$ cat src/rtl/wsc_pkg.sv
package wsc_pkg;
  typedef enum logic [1:0] {
    ST_RUN    = 2'd0,
    ST_STOP   = 2'd1,
    ST_SETTLE = 2'd2
  } wsc_state_e;
endpackage

$ cat src/rtl/wsc_prescale.sv
module wsc_prescale #(
  parameter int FAST_DIV = 6,
  parameter int SLOW_DIV = 48
) (
  input  logic clk,
  input  logic rst_n,
  input  logic hold,
  input  logic slow_sel,
  output logic tick
);
  localparam int MAXD = (SLOW_DIV > FAST_DIV) ? SLOW_DIV : FAST_DIV;
  localparam int PW   = $clog2(MAXD + 1);

  logic [PW-1:0] pre_q;
  logic [PW-1:0] lim;

  assign lim  = slow_sel ? PW'(SLOW_DIV - 1) : PW'(FAST_DIV - 1);
  assign tick = !hold && (pre_q >= lim);

  always_ff @(posedge clk or negedge rst_n) begin
    if (!rst_n)            pre_q <= '0;
    else if (hold || tick) pre_q <= '0;
    else                   pre_q <= pre_q + 1'b1;
  end
endmodule

$ cat src/rtl/wsc_watchdog.sv
module wsc_watchdog #(
  parameter int WDT_W = 14
) (
  input  logic clk,
  input  logic rst_n,
  input  logic hold,
  input  logic tick,
  input  logic clr,
  output logic cpu_rst
);
  localparam int LIMIT = 1 << (WDT_W - 1);

  logic [WDT_W-1:0] cnt_q;
  logic             rst_q;

  always_ff @(posedge clk or negedge rst_n) begin
    if (!rst_n) begin
      cnt_q <= '0;
      rst_q <= 1'b0;
    end else if (hold) begin
      cnt_q <= '0;
      rst_q <= 1'b0;
    end else begin
      if (tick && rst_q) rst_q <= 1'b0;
      if (clr || rst_q) begin
        cnt_q <= '0;
      end else if (tick) begin
        if (cnt_q == WDT_W'(LIMIT - 1)) begin
          cnt_q <= '0;
          rst_q <= 1'b1;
        end else begin
          cnt_q <= cnt_q + 1'b1;
        end
      end
    end
  end

  assign cpu_rst = rst_q;
endmodule

$ cat src/rtl/wsc_stop_fsm.sv
module wsc_stop_fsm
  import wsc_pkg::*;
#(
  parameter int N_REL      = 8,
  parameter int SETTLE_CYC = 8192
) (
  input  logic             clk,
  input  logic             rst_n,
  input  logic             stop_req,
  input  logic [N_REL-1:0] rel_in,
  input  logic [N_REL-1:0] rel_mask,
  output wsc_state_e       state,
  output logic             go_stop
);
  localparam int SW = $clog2(SETTLE_CYC + 1);

  logic [N_REL-1:0] wake_bit;
  logic             wake;
  wsc_state_e       st_q;
  logic [SW-1:0]    scnt_q;

  for (genvar i = 0; i < N_REL; i++) begin : g_wake
    assign wake_bit[i] = rel_mask[i] & ~rel_in[i];
  end
  assign wake    = |wake_bit;
  assign go_stop = (st_q == ST_RUN) && stop_req && !wake;
  assign state   = st_q;

  always_ff @(posedge clk or negedge rst_n) begin
    if (!rst_n) begin
      st_q   <= ST_RUN;
      scnt_q <= '0;
    end else begin
      unique case (st_q)
        ST_RUN: if (go_stop) st_q <= ST_STOP;
        ST_STOP: if (wake) begin
          st_q   <= ST_SETTLE;
          scnt_q <= '0;
        end
        ST_SETTLE: begin
          if (scnt_q == SW'(SETTLE_CYC - 1)) st_q <= ST_RUN;
          else scnt_q <= scnt_q + 1'b1;
        end
        default: st_q <= ST_RUN;
      endcase
    end
  end
endmodule

$ cat src/rtl/wdt_stop_ctrl.sv
module wdt_stop_ctrl
  import wsc_pkg::*;
#(
  parameter int WDT_W      = 14,
  parameter int FAST_DIV   = 6,
  parameter int SLOW_DIV   = 48,
  parameter int SETTLE_CYC = 8192,
  parameter int N_REL      = 8
) (
  input  logic             clk,
  input  logic             rst_n,
  input  logic             slow_sel,
  input  logic             wdt_clr_req,
  input  logic             carrier_wr,
  input  logic             carrier_clr_en,
  input  logic             stop_req,
  input  logic [N_REL-1:0] rel_in,
  input  logic [N_REL-1:0] rel_mask,
  input  logic             lower_low_opt,
  output logic             osc_en,
  output logic             run_en,
  output logic             cpu_rst,
  output logic             hi_carrier_low,
  output logic             lower_force_low
);
  wsc_state_e state;
  logic       go_stop, hold, tick, clr;

  assign hold = (state != ST_RUN) || go_stop;
  assign clr  = wdt_clr_req || (carrier_clr_en && carrier_wr);

  wsc_stop_fsm #(.N_REL(N_REL), .SETTLE_CYC(SETTLE_CYC)) u_fsm (
    .clk(clk), .rst_n(rst_n), .stop_req(stop_req), .rel_in(rel_in),
    .rel_mask(rel_mask), .state(state), .go_stop(go_stop)
  );

  wsc_prescale #(.FAST_DIV(FAST_DIV), .SLOW_DIV(SLOW_DIV)) u_pre (
    .clk(clk), .rst_n(rst_n), .hold(hold), .slow_sel(slow_sel), .tick(tick)
  );

  wsc_watchdog #(.WDT_W(WDT_W)) u_wdt (
    .clk(clk), .rst_n(rst_n), .hold(hold), .tick(tick), .clr(clr),
    .cpu_rst(cpu_rst)
  );

  assign run_en          = (state == ST_RUN);
  assign osc_en          = (state != ST_STOP);
  assign hi_carrier_low  = (state != ST_RUN);
  assign lower_force_low = (state != ST_RUN) && lower_low_opt;
endmodule

$ cat config.mk
export PLATFORM = sky130hd
export DESIGN_NAME = wdt_stop_ctrl
export DESIGN_NICKNAME = d
export VERILOG_FILES = /design/src/rtl/wsc_pkg.sv /design/src/rtl/wsc_prescale.sv /design/src/rtl/wsc_watchdog.sv /design/src/rtl/wsc_stop_fsm.sv /design/src/rtl/wdt_stop_ctrl.sv
export SDC_FILE = /design/constraint.sdc
export NUM_CORES = 1
export LEC_CHECK = 0
export BUFFER_PORTS_ARGS = -buffer_cell sky130_fd_sc_hd__buf_2
export CAP_MARGIN = 20
export CORE_UTILIZATION = 41
export DETAILED_ROUTE_END_ITERATION = 10
export PLACE_DENSITY = 0.65
export SLEW_MARGIN = 10
export SYNTH_ARGS = -nofsm -noshare
export SYNTH_HDL_FRONTEND = slang
export SYNTH_SLANG_ARGS = --single-unit
$ cat constraint.sdc
create_clock -name clk -period 3 [get_ports clk]
set_clock_uncertainty 0.15 [all_clocks]
set_input_delay 0.15 -clock clk [delete_from_list [all_inputs] [get_ports clk]]
set_output_delay 0.15 -clock clk [all_outputs]
set_load 0.02 [all_outputs]
Word level (Yosys, flattened, before mapping)

Index checks and enable logic that the tools add are counted.

$add $sub $neg: 3
Multipliers: 0
Div/mod/pow operators: 0
$lt $le $gt $ge: 1
Equality and inequality tests: 9
Shifts and indexed selects: 0
Multiplexer cells: 18
Bitwise logic cells: 16
Reductions and logical operators: 19

Operators with widths:

| cell                                                  | number |
|---|---|
| two-way mux 14 bit                                    | 6 |
| adder 14 x 1 -> 14 bit, second input constant         | 2 |
| equality test 14 x 13 -> 1 bit, second input constant | 2 |
| one-hot mux 14 bit (2 select lines)                   | 1 |
| two-way mux 6 bit                                     | 2 |
| AND 1 bit                                             | 8 |
| != test 2 x 1 -> 1 bit, second input constant         | 4 |
| NOT 1 bit                                             | 8 |
| OR reduction 8 bit                                    | 1 |
| adder 6 x 1 -> 6 bit, second input constant           | 1 |
| greater-or-equal comparator 6 bit                     | 1 |
| logical AND 1 bit                                     | 6 |
| two-way mux 2 bit                                     | 3 |
| one-hot mux 2 bit (3 select lines)                    | 1 |
| AND reduction 3 bit                                   | 2 |
| two-way mux 1 bit                                     | 5 |
| logical OR 1 bit                                      | 4 |
| nonzero test 2 bit                                    | 2 |
| nonzero test 3 bit                                    | 1 |
| equality test 2 x 1 -> 1 bit, second input constant   | 1 |
| equality test 2 bit, second input constant            | 1 |
| zero test 1 bit                                       | 2 |
| zero test 2 bit                                       | 1 |
| != test 2 bit, second input constant                  | 1 |

Register bits: 37
Latch bits: 0
RAM bits: 0
Memory bits (read-only): 0
Input port bits: 24
Output and inout bits: 5
Logic and storage cells: 71
Memories kept: 0

Depth between registers and ports, before layout

Depth after elaboration: 14
Gate-level depth with buffers: 8
Depth with buffers taken out: 7

Hierarchy

A second synthesis with hierarchy kept.

Cells, all modules: 241
Area total of the unflattened synthesis: 2280.9 µm²

Modules (own cells, without submodules):

| module        | times used | cells each | area each (µm²) | sequential area each (µm²) |
|---|---|---|---|---|
| wsc_stop_fsm  | 1          | 104        | 970.9           | 400.4 |
| wsc_watchdog  | 1          | 94         | 912.1           | 375.4 |
| wsc_prescale  | 1          | 37         | 360.3           | 150.1 |
| wdt_stop_ctrl | 1          | 6          | 37.5            | 0.0 |

Worst setup path before layout

Ideal clock, no wire load.

Path type: register to register
Start point: reg u_fsm.scnt_q[0]
End point: reg u_fsm.st_q[1] (netlist: u_fsm.state[1])
Library setup time: 0.125 ns
Data arrival time: 1.899 ns
Data required time: 2.725 ns
Slack: 0.826 ns
Cell stages (with the launch flop): 8
Path buffers: 1
Period minus slack after synthesis: 2.174 ns
Cells stage by stage: dfrtp_1 ha_1 nand4_1 or4_1 buf_2 a32oi_1 nand2_1 mux2_4

Cells in the longest elaborated chain, start to end: 3

RTL lines:

| element                          | line               | RTL |
|---|---|---|
| start: declaration               | wsc_stop_fsm.sv:20 | `logic [SW-1:0] scnt_q;` |
| start signal: assignment         | wsc_stop_fsm.sv:42 | `else scnt_q <= scnt_q + 1'b1;` |
| equality test 14 x 13 -> 1 bit   | wsc_stop_fsm.sv:41 | `if (scnt_q == SW'(SETTLE_CYC - 1)) st_q <= ST_RUN;` |
| != test 2 x 1 -> 1 bit (no line) | --                 |  |
| AND reduction 3 bit (no line)    | --                 |  |
| end signal: assignment           | wsc_stop_fsm.sv:37 | `st_q <= ST_SETTLE;` |
| end signal: assignment           | wsc_stop_fsm.sv:41 |  |
| end signal: assignment           | wsc_stop_fsm.sv:44 | `default: st_q <= ST_RUN;` |
| end: declaration                 | wsc_stop_fsm.sv:19 | `wsc_state_e st_q;` |

Every way passes these cells.
A chain may end at the register's enable or synchronous reset.

Worst setup path after layout

Ends and elaborated chain as after synthesis.

==> load_flow_metrics.sql <==
INSERT INTO impl_metrics (metric_group, metric, value, unit) VALUES
('outcome', 'result_of_the_run', 'completed', ''),
('logic_synthesis', 'postSynthRegisterBits', '37', ''),
('logic_synthesis', 'netlist_area', '2225', 'µm²'),
('logic_synthesis', 'synth.top_cells.by_area', 'sky130_fd_sc_hd__dfrtp_1 (42%), sky130_fd_sc_hd__ha_1 (5.6%), sky130_fd_sc_hd__a21oi_1 (4.3%)', ''),
('timing', 'setup_repair_after_global_routing_missed_its_margin', 'no', ''),
('clock_tree', 'clock-root-buffer', 'sky130_fd_sc_hd__clkbuf_8', ''),
('setup_path', 'number_of_buffer_and_inverter_instances_along_the_worst_setup_path', '0', ''),
('setup_path', 'path_delay_family', 'simple AND/OR/NAND/NOR gates', ''),
('power', 'total_power', '1.511', 'mW'),
('layout', 'filler_cell_count', '495', ''),
('timing', 'tns', '0', 'ns'),
('setup_path', 'crit_required', '3.03', 'ns'),
('logic_synthesis', 'synth_nets', '282', ''),
('routing', 'drc_errors', '0', ''),
('placed_design', 'numPortBuffers', '28', ''),
('logic_synthesis', 'synth.most_common_cell', 'sky130_fd_sc_hd__dfrtp_1', ''),
('floorplan', 'placement_rows', '26', ''),
('setup_path', 'critPathCaptureType', 'flop', ''),
('floorplan', 'dieArea', '5724', 'µm²'),
('clock_tree', 'longest_clk_path_bufs', '2', ''),
('setup_path', 'crit_arrival', '2.43', 'ns'),
('routing', 'route.vias.total', '1923', ''),
('global_route', 'first_global_vias', '1681', ''),
('layout', 'multiInputGateArea', '1216', 'µm²'),
('timing', 'fin_crit', '2.404', 'ns'),
('routing', 'routed-wl-met3', '174', 'µm'),
('timing', 'finalHoldWorstSlack', '0.02887', 'ns'),
('layout', 'finish.utilization', '0.4964', ''),
('global_route', 'globalRouteOverflowTotal', '0', ''),
('clock_tree', 'cts_max_level', '2', ''),
('global_route', 'antenna_found_initial', '0', ''),
('setup_path', 'cp-start-kind', 'flop', ''),
('routing', 'drt.antenna.violating_nets', '0', ''),
('placed_design', 'globalplace.congestion', '0.8229', ''),
('logic_synthesis', 'yosysSeqAreaShare', '0.4162', ''),
('power', 'power.switching_fraction', '0.3503', ''),
('timing', 'layout_worst_path_cycle_share', '0.8013', ''),
('power', 'internal_power', '0.9816', 'mW'),
('routing', 'route.final.wire_length', '4555', 'µm'),
('power', 'worst_case_vdd_ir_drop', '0.4149', 'mV'),
('layout', 'post_route_cells_drive_above_1_share', '0.1607', ''),
('logic_synthesis', 'synth.top_cell.area_share', '0.4162', ''),
('floorplan', 'initial_standard_cell_utilization_of_the_core', '0.4301', ''),
('clock_tree', 'tritoncts', 'yes', ''),
('logic_synthesis', 'yosys_warnings', '0', ''),
('routing', 'wl_met2', '2169', 'µm'),
('logic_synthesis', 'post_synthesis_mean_instance_area', '8.970', 'µm²'),
('timing', 'max_slew.worst_pin.slew', '0.8263', 'ns'),
('floorplan', 'horizontal_die_dimension', '75.66', 'µm'),
('power', 'power-per-cell-area', '588.5', 'nW/µm²'),
('clock_tree', 'cts_made_buffers', '5', ''),
('job', 'max_cap_violations', '0', ''),
('clock_tree', 'cts.sink_count', '37', ''),
('setup_path', 'critical_path.max_stage_delay', '0.71', 'ns'),
('clock_tree', 'post_cts_hold_buffer_count', '1', ''),
('logic_synthesis', 'post_synth_inst_count', '248', ''),
('logic_synthesis', 'synthFlopType', 'sky130_fd_sc_hd__dfrtp_1', ''),
('power', 'p_leak', '1.076', 'nW'),
('power', 'share_seq_of_total_power', '0.373', ''),
('power', 'switching_power', '0.5293', 'mW'),
('floorplan', 'io-pin-count', '29', ''),
('floorplan', 'die_y', '75.66', 'µm'),
('floorplan', 'core_area', '5172', 'µm²'),
('routing', 'met1Wirelength', '2144', 'µm'),
('layout', 'num_antenna_cells', '0', ''),
('routing', 'drt-wirelength-per-cell', '13.01', 'µm'),
('timing', 'slew_headroom', '0.4492', ''),
('power', 'p_comb_frac', '0.331', ''),
('routing', 'dr.first_iter.drc_count', '61', ''),
('placed_design', 'hpwlAfterDp', '3275', 'µm'),
('timing', 'timing.final.setup_violations', '0', '');
## cell usage in the layout (no fill, tap or decap), types with 8 or more instances in the layout
master                    instances
sky130_fd_sc_hd__dfrtp_1         37
sky130_fd_sc_hd__buf_2           28
sky130_fd_sc_hd__nor2_1          24
sky130_fd_sc_hd__nand2_1         21
sky130_fd_sc_hd__a21oi_1         19
sky130_fd_sc_hd__nand3_1         13
sky130_fd_sc_hd__o21ai_0         13
sky130_fd_sc_hd__inv_1           11
sky130_fd_sc_hd__ha_1            10
sky130_fd_sc_hd__nor2b_1          9
sky130_fd_sc_hd__nand4_1          8
sky130_fd_sc_hd__o31ai_1          8
## logic make-up (layout without fill, tap and decap cells)
logic type | after synthesis | after routing | share of synthesized area
flip-flops | 37 | 37 | 0.4162
XOR/XNOR | 8 | 8 | 0.03150
multiplexers | 4 | 4 | 0.02025
adder cells (fa/ha/maj) | 10 | 10 | 0.05624
AND/OR/NAND/NOR | 111 | 111 | 0.2660
AO/OA/AOI/OAI | 58 | 58 | 0.1727
buffers and inverters | 20 | 52 | 0.03712
## power by group through the flow
| stage | clock (mW) | sequential (mW) | combinational [mW] |
|---|---|---|---|
| 2_1_floorplan | 0 | 0.566 | 0.378 |
| 3_3_place_gp | 0 | 0.572 | 0.500 |
| 3_5_place_dp | 0 | 0.573 | 0.500 |
| 4_1_cts | 0.458 | 0.563 | 0.504 |
| 5_1_grt | 0.479 | 0.569 | 0.559 |
| 6_report | 0.448 | 0.563 | 0.499 |
## layout make-up
cell class,instances,share of cell area
multi-input cells,191,0.4737
flip-flops and latches,37,0.3606
repair buffers,33,0.07018
well taps,70,0.03411
clock buffers,7,0.03363
inverters,11,0.01608
clock inverters,1,0.01170
## registers in the layout, summed over array words and instances (netlist names)
register       cells
u_fsm.scnt_q      14
u_wdt.cnt_q       14
u_pre.pre_q        6
u_fsm.state        2
u_wdt.cpu_rst      1
## final timing paths
path                                              from                     endpoint  slack, ns  depth (start not counted)
min in group asynchronous                        rst_n     u_pre.pre_q[4]$_DFF_PN0_       0.34                          2
min                                        wdt_clr_req      u_wdt.cpu_rst$_DFF_PN0_       0.03                          4
max in group asynchronous                        rst_n  u_fsm.scnt_q[7]$_DFFE_PN0P_       1.84                          2
max                        u_fsm.scnt_q[0]$_DFFE_PN0P_   u_fsm.state[1]$_DFFE_PN0P_       0.60                          6
max reg2reg                u_fsm.scnt_q[0]$_DFFE_PN0P_   u_fsm.state[1]$_DFFE_PN0P_       0.60                          6
min reg2reg                   u_pre.pre_q[0]$_DFF_PN0_     u_pre.pre_q[0]$_DFF_PN0_       0.34                          1
## through the flow
| step | cells | setup slack [ns] | area (µm²) |
|---|---|---|---|
| floorplan | 248 | 0.8260 | 2225 |
| global placement | 341 | 0.6709 | 2441 |
| detailed placement | 341 | 0.6485 | 2441 |
| CTS | 350 | 0.6249 | 2567 |
| global route | 350 | 0.5195 | 2567 |
| finish | 350 | 0.5960 | 2567 |
## worst reg2reg max path: cells and delay by family, from the launching register on
family	cells	cell delay [ns]
flops	1	0.41
fa+ha+maj	1	0.26
simple gates	3	0.95
mux	1	0.30
compound gates	1	0.22
## routing by layer
metal	vias to the layer above	GRT usage
li1	972	-
met1	907	0.2248
met2	38	0.3075
met3	6	0.03968
met4	0	0.06790
met5	-	0
Power figures use the tool's default switching activity.
